--- config.mk ---
export PLATFORM = sky130hd
export DESIGN_NAME = serial_line_encoder
export DESIGN_NICKNAME = d
export VERILOG_FILES = /design/src/rtl/lineenc_pkg.sv /design/src/rtl/lineenc_ctrl.sv /design/src/rtl/lineenc_dp.sv /design/src/rtl/serial_line_encoder.sv
export SDC_FILE = /design/constraint.sdc
export NUM_CORES = 1
export LEC_CHECK = 0
export BUFFER_PORTS_ARGS = -buffer_cell sky130_fd_sc_hd__buf_2
export CAP_MARGIN = 20
export CORE_ASPECT_RATIO = 0.9
export CORE_UTILIZATION = 40
export DETAILED_ROUTE_END_ITERATION = 8
export PLACE_DENSITY = 0.59
export SLEW_MARGIN = 20
export SYNTH_ARGS = -nofsm -noshare
export SYNTH_HDL_FRONTEND = slang
export SYNTH_SLANG_ARGS = --single-unit
--- constraint.sdc ---
create_clock -name clk -period 2.7 [get_ports clk]
set_input_delay 0.135 -clock clk [delete_from_list [all_inputs] [get_ports clk]]
set_output_delay 0.135 -clock clk [all_outputs]
set_load 0.05 [all_outputs]
--- src/rtl/lineenc_pkg.sv ---
package lineenc_pkg;
  parameter int unsigned CTRL_W = 8;
  parameter logic [CTRL_W-1:0] MATCH_MASK = 8'b1110_0111;
  parameter logic [CTRL_W-1:0] MATCH_VAL  = 8'b1100_0111;
  parameter int unsigned SEL_BIT = 4;

  typedef enum logic {CODE_BIPHASE = 1'b0, CODE_MANCH = 1'b1} code_e;

  typedef enum logic [2:0] {
    S_IDLE, S_CTRL, S_ACK, S_RUN, S_SKIP
  } ctl_state_e;

  typedef struct packed {
    logic clear;
    logic takeBit;
    logic halfBit;
  } strobe_t;
endpackage

--- src/rtl/lineenc_ctrl.sv ---
module lineenc_ctrl
  import lineenc_pkg::*;
#(
  parameter int unsigned BYTE_W = CTRL_W
) (
  input  logic    clk,
  input  logic    rstN,
  input  logic    sclIn,
  input  logic    sdaIn,
  output strobe_t stb,
  output code_e   codeSel,
  output logic    sessionActive
);
  localparam int unsigned CNT_W = $clog2(BYTE_W);
  localparam logic [CNT_W-1:0] LAST = CNT_W'(BYTE_W - 1);

  ctl_state_e state;
  logic sclQ, sdaQ, haveBit;
  logic [BYTE_W-2:0] shiftQ;
  logic [CNT_W-1:0] cnt;
  logic [BYTE_W-1:0] ctrlWord;
  logic startCond, stopCond, sclRise, sclFall;

  always_comb begin
    startCond   = sclIn & sclQ & sdaQ & ~sdaIn;
    stopCond    = sclIn & sclQ & ~sdaQ & sdaIn;
    sclRise     = sclIn & ~sclQ;
    sclFall     = ~sclIn & sclQ;
    ctrlWord    = {shiftQ, sdaIn};
    stb.clear   = startCond | stopCond;
    stb.takeBit = (state == S_RUN) & sclRise;
    stb.halfBit = (state == S_RUN) & sclFall & haveBit;
  end

  assign sessionActive = (state == S_ACK) || (state == S_RUN);

  always_ff @(posedge clk) begin
    if (!rstN) begin
      state   <= S_IDLE;
      sclQ    <= 1'b1;
      sdaQ    <= 1'b1;
      shiftQ  <= '0;
      cnt     <= '0;
      haveBit <= 1'b0;
      codeSel <= CODE_BIPHASE;
    end else begin
      sclQ <= sclIn;
      sdaQ <= sdaIn;
      if (startCond) begin
        state   <= S_CTRL;
        cnt     <= '0;
        haveBit <= 1'b0;
      end else if (stopCond) begin
        state   <= S_IDLE;
        haveBit <= 1'b0;
      end else begin
        case (state)
          S_CTRL: if (sclRise) begin
            shiftQ <= ctrlWord[BYTE_W-2:0];
            if (cnt == LAST) begin
              cnt <= '0;
              if ((ctrlWord & MATCH_MASK) == MATCH_VAL) begin
                state   <= S_ACK;
                codeSel <= code_e'(ctrlWord[SEL_BIT]);
              end else begin
                state <= S_SKIP;
              end
            end else begin
              cnt <= cnt + 1'b1;
            end
          end
          S_ACK: if (sclRise) state <= S_RUN;
          S_RUN: begin
            if (stb.takeBit) haveBit <= 1'b1;
            else if (stb.halfBit) haveBit <= 1'b0;
          end
          default: ;
        endcase
      end
    end
  end
endmodule

--- src/rtl/lineenc_dp.sv ---
module lineenc_dp
  import lineenc_pkg::*;
(
  input  logic    clk,
  input  logic    rstN,
  input  logic    sdaIn,
  input  logic    directMod,
  input  strobe_t stb,
  input  code_e   codeSel,
  input  logic    sessionActive,
  output logic    dampOut
);
  logic level, heldBit;

  always_ff @(posedge clk) begin
    if (!rstN) begin
      level   <= 1'b0;
      heldBit <= 1'b0;
    end else if (stb.clear) begin
      level <= 1'b0;
    end else if (stb.takeBit) begin
      heldBit <= sdaIn;
      level   <= (codeSel == CODE_MANCH) ? sdaIn : ~level;
    end else if (stb.halfBit) begin
      if (codeSel == CODE_MANCH) level <= ~heldBit;
      else if (!heldBit)         level <= ~level;
    end
  end

  assign dampOut = sessionActive ? level : directMod;
endmodule

--- src/rtl/serial_line_encoder.sv ---
module serial_line_encoder
  import lineenc_pkg::*;
(
  input  logic clk,
  input  logic rstN,
  input  logic sclIn,
  input  logic sdaIn,
  input  logic directMod,
  output logic dampOut,
  output logic sessionActive
);
  strobe_t stb;
  code_e   codeSel;

  lineenc_ctrl #(.BYTE_W(CTRL_W)) u_ctrl (
    .clk(clk), .rstN(rstN), .sclIn(sclIn), .sdaIn(sdaIn),
    .stb(stb), .codeSel(codeSel), .sessionActive(sessionActive)
  );

  lineenc_dp u_dp (
    .clk(clk), .rstN(rstN), .sdaIn(sdaIn), .directMod(directMod),
    .stb(stb), .codeSel(codeSel), .sessionActive(sessionActive),
    .dampOut(dampOut)
  );
endmodule

==> flow_summary_export.csv <==
group,metric,value,unit
global_routing,grt_pass1_vias,635,
timing,setup_viol,0,
yosys,synth_area_per_cell,8.793,um^2
clocking,clk_latency,0.30,ns
route,route.detailed.wl_per_inst,13.01,um
yosys,syn_area,940.9,um^2
timing,skew,0.009040,ns
floorplanning,io_pins,7,
clocking,cts_resized,0,
yosys,synth_ff_type,"dfxtp_1",
pwr,power_density,465.2,mW/mm^2
yosys,yosys.area.top_type,"dfxtp_1",
clocking,numCtsBuffers,3,
worst_setup_path,cp_top_family,"flip-flops",
clocking,htree_levels,1,
route,detail_route.iter0.violations,21,
global_routing,grt_usage,17.44,%
yosys,yosysWarnings,0,
worst_setup_path,worstPathRequired,2.57,ns
layout,drive_above_1_share,12.73,%
route,detail-route-antenna-nets,0,
worst_setup_path,cp_max_fo,17,
yosys,synth_top_area_share,40.43,%
route,viasPerCell,5.679,
worst_setup_path,worstSetupStartpointType,"flip-flop",
clocking,clock_sinks,19,
yosys,ys_seq_area_share,40.43,%
pwr,p_leak,0.3220,nW
floorplanning,die_x,53.13,um
layout,area_growth,5.186,%
floorplanning,die_y,48.01,um
timing,tightest_slew,0.5866,ns
layout,fin_util,44.94,%
route,drc,0,
pwr,power,460.4,uW
floorplanning,dieArea,0.002551,mm^2
worst_setup_path,worst-setup-path-type,"flip-flop to primary output",
layout,antennaDiodeCount,0,
global_routing,grt_antenna_before_repair,0,
placed_design,port_buffers,6,
timing,rsz0062_at_grt,"false",
worst_setup_path,crit_slowest_cell,"dfxtp_1",
global_routing,grt_start_max_net_pins,18,
timing,hold_viol,0,
clocking,post_cts.repair.setup_buffers,0,
timing,slew_headroom,60.48,%
timing,slew_viol_final,0,
timing,finalSetupTns,0,ns
timing,post-route-period-util,79.41,%
placed_design,dp.cells,133,
timing,period_minus_slack,2.144,ns
floorplanning,start_util,42.73,%
worst_setup_path,worstPathArrival,2.01,ns
clocking,ctsLongestPathBuffers,2,
clocking,postCtsHoldBufs,0,
global_routing,grt-ovfl-total,0,
flow_run,maxCapViolCount,0,
clocking,clkTransAtPathRegs,0.11,ns
timing,max_freq,0.4664,GHz
worst_setup_path,critPathCaptureType,"primary output",
worst_setup_path,path_cells,"inv_1 > nor2_1 > mux2_2 > buf_2",
route,routed_wl,1782,um
floorplanning,core_area,0.002202,mm^2
status,status,"finished, final reports clean",
pwr,peakVddDrop,0.2699,mV
yosys,synth.ff_latch_count,19,
yosys,ys_async_sr_fraction,0,%
layout,stdcell_count,137,
yosys,post_synth_inst_count,107,
layout,n_fill_cell,222,
placed_design,dp_hpwl,1237,um
global_routing,grt_pass1_wl,3063,um
placed_design,routabilityCongestion,0.7730,
layout,final_nets,118,
yosys,synth_area_leaders,"dfxtp_1 (40%), a21oi_1 (7.4%), o21ai_0 (7.4%)",
timing,finalHoldWorstSlack,0.06862,ns
floorplanning,fp-row-count,16,
yosys,synthesis.nets,114,
route,vias,778,
worst_setup_path,critical_path_buf_inv_count,2,
clocking,cts_tree,"built",
route,dr.pass1.iters,4,
worst_setup_path,critPathMaxStageDelay,0.63,ns
yosys,synth_edf_count,0,
clocking,cts_root_buffer,"clkbuf_4",
worst_hold_path,hold_class,"input pin to flip-flop",
yosys,synth_cell_type_count,34,
## report_power, final
group | switching (mW) | total, mW | leakage, nW | internal [mW]
logic | 0.0175 | 0.0285 | 0.153 | 0.0110
clock network | 0.0869 | 0.145 | 0.0150 | 0.0576
registers | 0.00443 | 0.287 | 0.154 | 0.283
total | 0.109 | 0.460 | 0.322 | 0.352
## worst paths after layout
| check | startpoint | end | slack, ns | cells after the start |
|---|---|---|---|---|
| setup reg to reg | u_ctrl.sclQ | u_ctrl.codeSel | 1.23 | 3 |
| setup / recovery | u_ctrl.state[1] | dampOut | 0.56 | 4 |
| hold / removal | rstN | u_ctrl.sclQ | 0.07 | 2 |
| hold reg to reg | u_ctrl.cnt[1] | u_ctrl.cnt[1] | 0.48 | 2 |
## cell families (layout without fill, tap and decap cells)
kind of cell	count (synthesis)	count (layout)	share of synthesized area [%]
flops	19	19	40.43
fa+ha+maj	2	2	2.659
buf+inv	10	13	5.585
xor+xnor	1	1	0.9310
compound gates	35	35	21.14
mux	2	2	2.261
simple gates	38	38	27.00
## Yosys cell counts (2+ instances only)
cell type / n
clkbuf_1: 2
nor2b_1: 2
nand3_1: 11
dfxtp_1: 19
o21ai_0: 14
inv_1: 3
a21oi_1: 14
nand2_1: 8
nand2b_1: 3
nand4b_1: 2
and4bb_2: 2
buf_2: 2
a31oi_1: 2
nand3b_1: 2
ha_1: 2
## routing by layer
metal | vias up | track usage (%) | routed length, um
li1 | 404 | - | -
met1 | 355 | 23.57 | 917
met2 | 17 | 25.32 | 766
met3 | 2 | 6.667 | 83
met4 | 0 | 6.316 | 15
met5 | - | 0 | 0
## through the flow
stage	cell area (um^2)	worst slack, ns
floorplan	940.9	0.8421
global placement	963.4	0.9537
detailed placement	963.4	0.9301
CTS	989.7	0.5712
global route	989.7	0.3373
finish	989.7	0.5559
## cell usage in the layout (no fill, tap or decap), drive strengths merged, types with 2 or more instances in the layout
cell      n
a21oi    14
inv       3
nand3b    2
o21ai    14
and4bb    2
nand3    11
nand4bb   2
clkbuf    4
nand2     8
nor2b     2
dfxtp    19
a31oi     2
ha        2
buf       6
nand4b    2
nand2b    3
## area by class of cell
cell class | instances | area (um^2) | share of cell area [%]
Clock buffer | 4 | 26.28 | 2.655
Inverter | 3 | 11.26 | 1.138
Multi-Input combinational cell | 78 | 508.0 | 51.33
Sequential cell | 19 | 380.4 | 38.43
Tap cell | 27 | 33.78 | 3.413
Timing Repair Buffer | 6 | 30.03 | 3.034
## sequential cells by signal (all words and copies together), names as in the netlist
name and flops:
u_ctrl.sclQ 1, u_ctrl.state 3, u_ctrl.sdaQ 1, u_ctrl.codeSel 1
u_ctrl.shiftQ 7, u_dp.level 1, u_ctrl.haveBit 1, u_dp.heldBit 1
u_ctrl.cnt 3
No activity file was read; power rests on OpenSTA's default activity.
